<file path="config.mk">
export PLATFORM = sky130hd
export DESIGN_NAME = pix_window
export DESIGN_NICKNAME = d
export VERILOG_FILES = /design/src/rtl/pcw_pkg.sv /design/src/rtl/pcw_axis.sv /design/src/rtl/pcw_position.sv /design/src/rtl/pcw_ctrl.sv /design/src/rtl/pix_window.sv
export SDC_FILE = /design/constraint.sdc
export NUM_CORES = 1
export LEC_CHECK = 0
export BUFFER_PORTS_ARGS = -buffer_cell sky130_fd_sc_hd__buf_4
export CAP_MARGIN = 25
export CORE_ASPECT_RATIO = 0.8
export CORE_UTILIZATION = 45
export DETAILED_ROUTE_END_ITERATION = 10
export GPL_ROUTABILITY_DRIVEN = 0
export GPL_TIMING_DRIVEN = 0
export PLACE_DENSITY = 0.66
export SYNTH_ARGS = -nofsm -noshare
export SYNTH_HDL_FRONTEND = slang
export SYNTH_SLANG_ARGS = --single-unit
</file>
<file path="constraint.sdc">
create_clock -name clk -period 11.52 [get_ports clk]
set_input_delay 2.304 -clock clk [delete_from_list [all_inputs] [get_ports clk]]
set_output_delay 2.304 -clock clk [all_outputs]
set_load 0.02 [all_outputs]
</file>
<file path="src/rtl/pcw_pkg.sv">
package pcw_pkg;
    localparam int SIZE_W = 16;
    localparam int POS_W  = SIZE_W + 1;

    typedef enum logic [1:0] {
        ST_WAIT_SOF = 2'd0,
        ST_SCAN     = 2'd1,
        ST_DRAIN    = 2'd2
    } pcw_state_e;

    typedef struct packed {
        logic [POS_W-1:0] first;
        logic [POS_W-1:0] last;
        logic             down;
        logic             empty;
        logic             over;
    } pcw_axis_t;
endpackage

</file>
<file path="src/rtl/pcw_axis.sv">
module pcw_axis
    import pcw_pkg::*;
#(
    parameter int START_W = 13
) (
    input  logic [START_W-1:0] start,
    input  logic [SIZE_W-1:0]  len_m1,
    input  logic [SIZE_W-1:0]  sens_m1,
    input  logic               down,
    output pcw_axis_t          ax
);
    logic [POS_W-1:0] start_x;
    logic [POS_W-1:0] len_x;
    logic [POS_W-1:0] sens_x;
    logic [POS_W-1:0] stop_x;
    logic [POS_W-1:0] end_x;
    logic [POS_W-1:0] span_x;

    always_comb begin
        start_x  = POS_W'(start);
        len_x    = {1'b0, len_m1} + POS_W'(1);
        sens_x   = {1'b0, sens_m1} + POS_W'(1);
        stop_x   = start_x + len_x;
        end_x    = (stop_x > sens_x) ? sens_x : stop_x;
        span_x   = end_x - POS_W'(1) - start_x;
        ax.first = start_x;
        ax.last  = down ? (start_x + {span_x[POS_W-1:1], 1'b0})
                        : (end_x - POS_W'(1));
        ax.down  = down;
        ax.empty = (start_x >= sens_x);
        ax.over  = (stop_x > sens_x);
    end
endmodule

</file>
<file path="src/rtl/pcw_position.sv">
module pcw_position
    import pcw_pkg::*;
(
    input  logic             clk,
    input  logic             rst_n,
    input  logic             in_valid,
    input  logic             in_sof,
    input  logic             in_sol,
    output logic [POS_W-1:0] cur_col,
    output logic [POS_W-1:0] cur_row
);
    logic [POS_W-1:0] col_q;
    logic [POS_W-1:0] row_q;

    always_comb begin
        cur_col = (in_sof || in_sol) ? '0 : col_q + POS_W'(1);
        if (in_sof)
            cur_row = '0;
        else if (in_sol)
            cur_row = row_q + POS_W'(1);
        else
            cur_row = row_q;
    end

    always_ff @(posedge clk) begin
        if (!rst_n) begin
            col_q <= '0;
            row_q <= '0;
        end else if (in_valid) begin
            col_q <= cur_col;
            row_q <= cur_row;
        end
    end
endmodule

</file>
<file path="src/rtl/pcw_ctrl.sv">
module pcw_ctrl
    import pcw_pkg::*;
#(
    parameter int DATA_W = 10
) (
    input  logic              clk,
    input  logic              rst_n,
    input  logic              in_valid,
    input  logic              in_sof,
    input  logic [DATA_W-1:0] in_data,
    input  logic [POS_W-1:0]  cur_col,
    input  logic [POS_W-1:0]  cur_row,
    input  pcw_axis_t         ax_h_new,
    input  pcw_axis_t         ax_v_new,
    output logic              out_valid,
    output logic [DATA_W-1:0] out_data,
    output logic              out_sof,
    output logic              out_eol,
    output logic              overflow
);
    pcw_state_e state_q, state_d;
    pcw_axis_t  win_h_q, win_v_q;
    pcw_axis_t  win_h, win_v;
    logic       first_pend_q;
    logic       start_pix;
    logic       allowed;
    logic       hit_h, hit_v;
    logic       keep;
    logic       line_end;
    logic       frame_end;
    pcw_state_e enter_state;

    function automatic logic axis_hit(input logic [POS_W-1:0] pos,
                                      input pcw_axis_t a);
        logic [POS_W-1:0] rel;
        rel = pos - a.first;
        return !a.empty && (pos >= a.first) && (pos <= a.last) &&
               (!a.down || !rel[0]);
    endfunction

    always_comb begin
        start_pix = in_valid && in_sof;
        win_h     = start_pix ? ax_h_new : win_h_q;
        win_v     = start_pix ? ax_v_new : win_v_q;
        allowed   = start_pix || (state_q == ST_SCAN);
        hit_h     = axis_hit(cur_col, win_h);
        hit_v     = axis_hit(cur_row, win_v);
        keep      = in_valid && allowed && hit_h && hit_v;
        line_end  = keep && (cur_col == win_h.last);
        frame_end = line_end && (cur_row == win_v.last);
        enter_state = (frame_end || win_h.empty || win_v.empty) ? ST_DRAIN : ST_SCAN;
    end

    always_comb begin
        state_d = state_q;
        unique case (state_q)
            ST_WAIT_SOF: if (start_pix) state_d = enter_state;
            ST_SCAN: begin
                if (start_pix)      state_d = enter_state;
                else if (frame_end) state_d = ST_DRAIN;
            end
            ST_DRAIN:    if (start_pix) state_d = enter_state;
            default:     state_d = ST_WAIT_SOF;
        endcase
    end

    always_ff @(posedge clk) begin
        if (!rst_n) state_q <= ST_WAIT_SOF;
        else        state_q <= state_d;
    end

    always_ff @(posedge clk) begin
        if (!rst_n) begin
            win_h_q       <= '{first: '0, last: '0, down: 1'b0, empty: 1'b1, over: 1'b0};
            win_v_q       <= '{first: '0, last: '0, down: 1'b0, empty: 1'b1, over: 1'b0};
            first_pend_q  <= 1'b0;
            overflow      <= 1'b0;
            out_valid     <= 1'b0;
            out_data      <= '0;
            out_sof       <= 1'b0;
            out_eol       <= 1'b0;
        end else begin
            if (start_pix) begin
                win_h_q <= ax_h_new;
                win_v_q <= ax_v_new;
                if (ax_h_new.over || ax_v_new.over) overflow <= 1'b1;
            end
            if (keep)           first_pend_q <= 1'b0;
            else if (start_pix) first_pend_q <= 1'b1;
            out_valid <= keep;
            out_sof   <= keep && (start_pix || first_pend_q);
            out_eol   <= line_end;
            if (keep) out_data <= in_data;
        end
    end

    a_r11_no_input_no_output: assert property (@(posedge clk) disable iff (!rst_n)
        !$past(in_valid) |-> !out_valid);

    a_r4_overflow_sticky: assert property (@(posedge clk) disable iff (!rst_n)
        $past(overflow) |-> overflow);

    a_r10_window_held: assert property (@(posedge clk) disable iff (!rst_n)
        !start_pix |=> ($stable(win_h_q) && $stable(win_v_q)));

    a_r12_drain_silent: assert property (@(posedge clk) disable iff (!rst_n)
        (state_q != ST_SCAN && !start_pix) |=> !out_valid);
endmodule

</file>
<file path="src/rtl/pix_window.sv">
module pix_window
    import pcw_pkg::*;
#(
    parameter int DATA_W = 10,
    parameter int LEFT_W = 13,
    parameter int TOP_W  = 12
) (
    input  logic                clk,
    input  logic                rst_n,
    input  logic                in_valid,
    input  logic                in_sof,
    input  logic                in_sol,
    input  logic [DATA_W-1:0]   in_data,
    input  logic [LEFT_W-1:0]   cfg_left,
    input  logic [TOP_W-1:0]    cfg_top,
    input  logic [2*SIZE_W-1:0] cfg_size,
    input  logic [2*SIZE_W-1:0] cfg_sensor,
    input  logic                cfg_hdown,
    input  logic                cfg_vdown,
    output logic                out_valid,
    output logic [DATA_W-1:0]   out_data,
    output logic                out_sof,
    output logic                out_eol,
    output logic                overflow
);
    pcw_axis_t        ax_h, ax_v;
    logic [POS_W-1:0] cur_col, cur_row;

    pcw_axis #(.START_W(LEFT_W)) u_axis_h (
        .start   (cfg_left),
        .len_m1  (cfg_size[SIZE_W-1:0]),
        .sens_m1 (cfg_sensor[SIZE_W-1:0]),
        .down    (cfg_hdown),
        .ax      (ax_h)
    );

    pcw_axis #(.START_W(TOP_W)) u_axis_v (
        .start   (cfg_top),
        .len_m1  (cfg_size[2*SIZE_W-1:SIZE_W]),
        .sens_m1 (cfg_sensor[2*SIZE_W-1:SIZE_W]),
        .down    (cfg_vdown),
        .ax      (ax_v)
    );

    pcw_position u_pos (
        .clk      (clk),
        .rst_n    (rst_n),
        .in_valid (in_valid),
        .in_sof   (in_sof),
        .in_sol   (in_sol),
        .cur_col  (cur_col),
        .cur_row  (cur_row)
    );

    pcw_ctrl #(.DATA_W(DATA_W)) u_ctrl (
        .clk       (clk),
        .rst_n     (rst_n),
        .in_valid  (in_valid),
        .in_sof    (in_sof),
        .in_data   (in_data),
        .cur_col   (cur_col),
        .cur_row   (cur_row),
        .ax_h_new  (ax_h),
        .ax_v_new  (ax_v),
        .out_valid (out_valid),
        .out_data  (out_data),
        .out_sof   (out_sof),
        .out_eol   (out_eol),
        .overflow  (overflow)
    );
endmodule

</file>
==> flow_summary.yaml <==
global_route:
  grt_max_degree: 17
  grt_pass1_wl_um: 67900
  met2_usage: 0.415
  grt_pass1_vias: 13300
  busiest_layer: "met2"
  gr-usage-all-layers: 0.257
  antenna_found_initial: 0
  use_met3: 0.0389
  grtUsageMet1: 0.358
  grt_overflow: 0
clock_network:
  clkLatencyLatePin_ps: 430
  clk_pin_slew_ps: 60
  htree_levels: 4
  tritoncts: "built"
  cts_root_buf: "clkbuf_16"
  numCtsBuffers: 17
  clockBufferDepth: 2
  cts_sinks: 123
yosys:
  synth.cell_area_um2: 14400
  synth_edf_count: 0
  synthArstFlopShare: 0
  synth_ff_type: "dfxtp_1"
  synth_fp_nets: 2187
  seq_area_frac_synth: 0.171
  ys_ff_latch: 123
  synth_cell_types: 94
  syn_inst: 1872
  yosys_warnings: 0
  synth.avg_cell_area_um2: 7.69
finish:
  area_growth_pct: 21.3
  fin_nets: 2379
  final_common_cell: "nor2_1"
  final_cell_mix: "nor2_1, ha_1, buf_4, nand2_1, dfxtp_1"
  layout-drive-gt1-share: 0.167
  design_area_um2: 17500
  nFillCells: 2931
  diodes: 0
  postLayoutCoreUtil: 0.555
worst_setup_path:
  r2r-end: "u_ctrl.out_data[8]"
  r2r.worst_path.cells: 20
  end_kind: "flip-flop"
  cp_max_fo: 5
  slowest_delay_ps: 550
  cp-start-kind: "input port"
  arrival_ps: 11710
  slowest_stage: "or4_4"
  rrSetupSlack_ps: 6910
  worstReg2RegStart: "u_pos.row_q[4]"
  cp.required_ps: 11870
  path_class: "input port to flip-flop"
  critPathCapture: "u_ctrl.out_data[8]"
  setup.worst_path.start: "cfg_top[5]"
route:
  post_drt_wl_per_cell_um: 17.4
  drtAntennaViolNets: 0
  vias: 14500
  drt_iter0_drc: 1024
  routed_wirelength_um: 43500
  drc: 0
  avgViaCountPerCell: 5.80
  first_pass_iters: 5
timing:
  period_share: 0.986
  drv_slew: 0
  whs_ps: 442
  fin_skew_ps: 8.61
  rsz0062_at_grt: "true"
  min_period_ps: 11360
  slew_headroom: 0.297
  hold_viol_final: 0
  fmax_mhz: 88.0
  setup_viol: 0
  tightest_slew_ps: 1050
run_status:
  status: "finished clean"
job:
  cap_violations: 0
floorplan:
  chipHeight_um: 162
  core_um2: 31400
  io_pins: 120
  start_util: 0.458
  die_w_um: 202
  die_area_um2: 32700
  fp-row-count: 58
placed_design:
  port_buffers: 115
  placed_area_um2: 15800
  dp_hpwl_um: 34300
power_and_ir_drop:
  peakVddDrop_mv: 0.112
  cellPowerDensity_nw_per_um2: 143
  power_leakage_nw: 7.75
worst_hold_path:
  hp-class: "flip-flop to flip-flop"
## stage by stage
stage / instances / total power [mW] / setup TNS, ps / setup slack (ps)
after global routing: 2496 / 2.69 / -1890 / -210
after CTS: 2450 / 2.34 / 0 / 6.83
after detailed placement: 2407 / 1.78 / -31430 / -1990
after floorplan: 1872 / 1.49 / 0 / 4.63
final: 2496 / 2.50 / 0 / 158
after global placement: 2407 / 1.76 / -29000 / -1900
## worst max-delay path, delay by kind of cell
family / cells / cell delay [ps]
buffers and inverters: 4 / 480
adder cells (fa/ha/maj): 6 / 1610
AND/OR/NAND/NOR: 16 / 3810
XOR/XNOR: 2 / 250
multiplexers: 1 / 180
AO/OA/AOI/OAI: 16 / 3040
## what timing repair did
| action | 4_1_cts | 5_1_grt |
|---|---|---|
| setup endpoints to repair | 16 | 16 |
| endpoints found under the hold margin | 0 | 0 |
| resized for setup | 44 | 108 |
| setup buffers | 14 | 44 |
| hold buffers | 0 | 0 |
| gates cloned | 0 | 2 |
| pin swaps | 14 | 76 |
## worst min-delay path by stage
stage	from	endpoint	slack, ps	depth (start not counted)
after floorplan	u_ctrl.win_h_q[33]	u_ctrl.win_h_q[33]	420	2
after global placement	u_ctrl.win_h_q[35]	u_ctrl.win_h_q[35]	430	2
after detailed placement	u_ctrl.win_v_q[34]	u_ctrl.win_v_q[34]	440	2
after CTS	u_ctrl.win_v_q[34]	u_ctrl.win_v_q[34]	440	2
after global routing	u_ctrl.win_h_q[33]	u_ctrl.win_h_q[33]	470	2
final	u_ctrl.win_v_q[32]	u_ctrl.win_v_q[32]	440	2
## layout make-up
cell class | instances | area (um^2) | share of cell area
Multi-Input combinational cell | 1592 | 11900 | 0.681
Sequential cell | 123 | 2460 | 0.141
Buffer | 58 | 304 | 0.0174
Inverter | 96 | 363 | 0.0208
Clock buffer | 23 | 478 | 0.0274
Timing Repair Buffer | 176 | 1390 | 0.0796
Clock inverter | 8 | 45.0 | 0.00258
Tap cell | 420 | 526 | 0.0301
## metal layers
metal / wire (um) / up-vias
li1: - / 7215
met3: 2910 / 50
met1: 20200 / 6812
met5: 0 / -
met4: 634 / 0
met2: 19800 / 410
## power breakdown
part | internal (mW) | total [mW] | switching (mW)
clock | 0.288 | 0.491 | 0.203
sequential | 0.450 | 0.457 | 0.00709
combinational | 0.697 | 1.55 | 0.854
## cell families after synthesis
kind of cell,Yosys count,synth area share
and+or+nand+nor,682,0.230
AOI/OAI and AO/OA,468,0.218
adders and majority gates,209,0.185
buffers and inverters,157,0.0443
xor gates and xnor gates,138,0.0850
DFF,123,0.171
muxes,95,0.0663
## Yosys cell counts (all sizes together), types with 9 or more instances
master | number | area, um^2
nand2 | 152 | 576
a21boi | 14 | 109
xor2 | 65 | 584
a21o | 52 | 392
ha | 203 | 2540
nor2b | 22 | 138
nor2 | 219 | 825
a21oi | 119 | 599
xnor2 | 73 | 639
and3 | 21 | 133
or2 | 10 | 62.6
a211oi | 20 | 150
o31ai | 12 | 114
clkbuf | 50 | 208
nor3 | 39 | 200
inv | 95 | 357
dfxtp | 123 | 2460
and2 | 22 | 140
and4 | 11 | 96.3
o21ai | 98 | 490
nor4 | 9 | 56.3
nand4 | 44 | 275
o211ai | 25 | 206
nand3 | 66 | 330
o21a | 31 | 233
buf | 10 | 61.3
a31oi | 10 | 62.6
mux2i | 92 | 921
nand2b | 19 | 119
or3 | 19 | 124
## registers in the layout (all words and copies together) (netlist names)
signal / count
u_ctrl.win_h_q: 36
u_ctrl.win_v_q: 36
u_pos.col_q: 17
u_pos.row_q: 17
u_ctrl.out_data: 10
u_ctrl.state_q: 2
u_ctrl.first_pend_q: 1
u_ctrl.out_eol: 1
u_ctrl.out_sof: 1
u_ctrl.out_valid: 1
u_ctrl.overflow: 1
(Power assumes the default switching activity.)
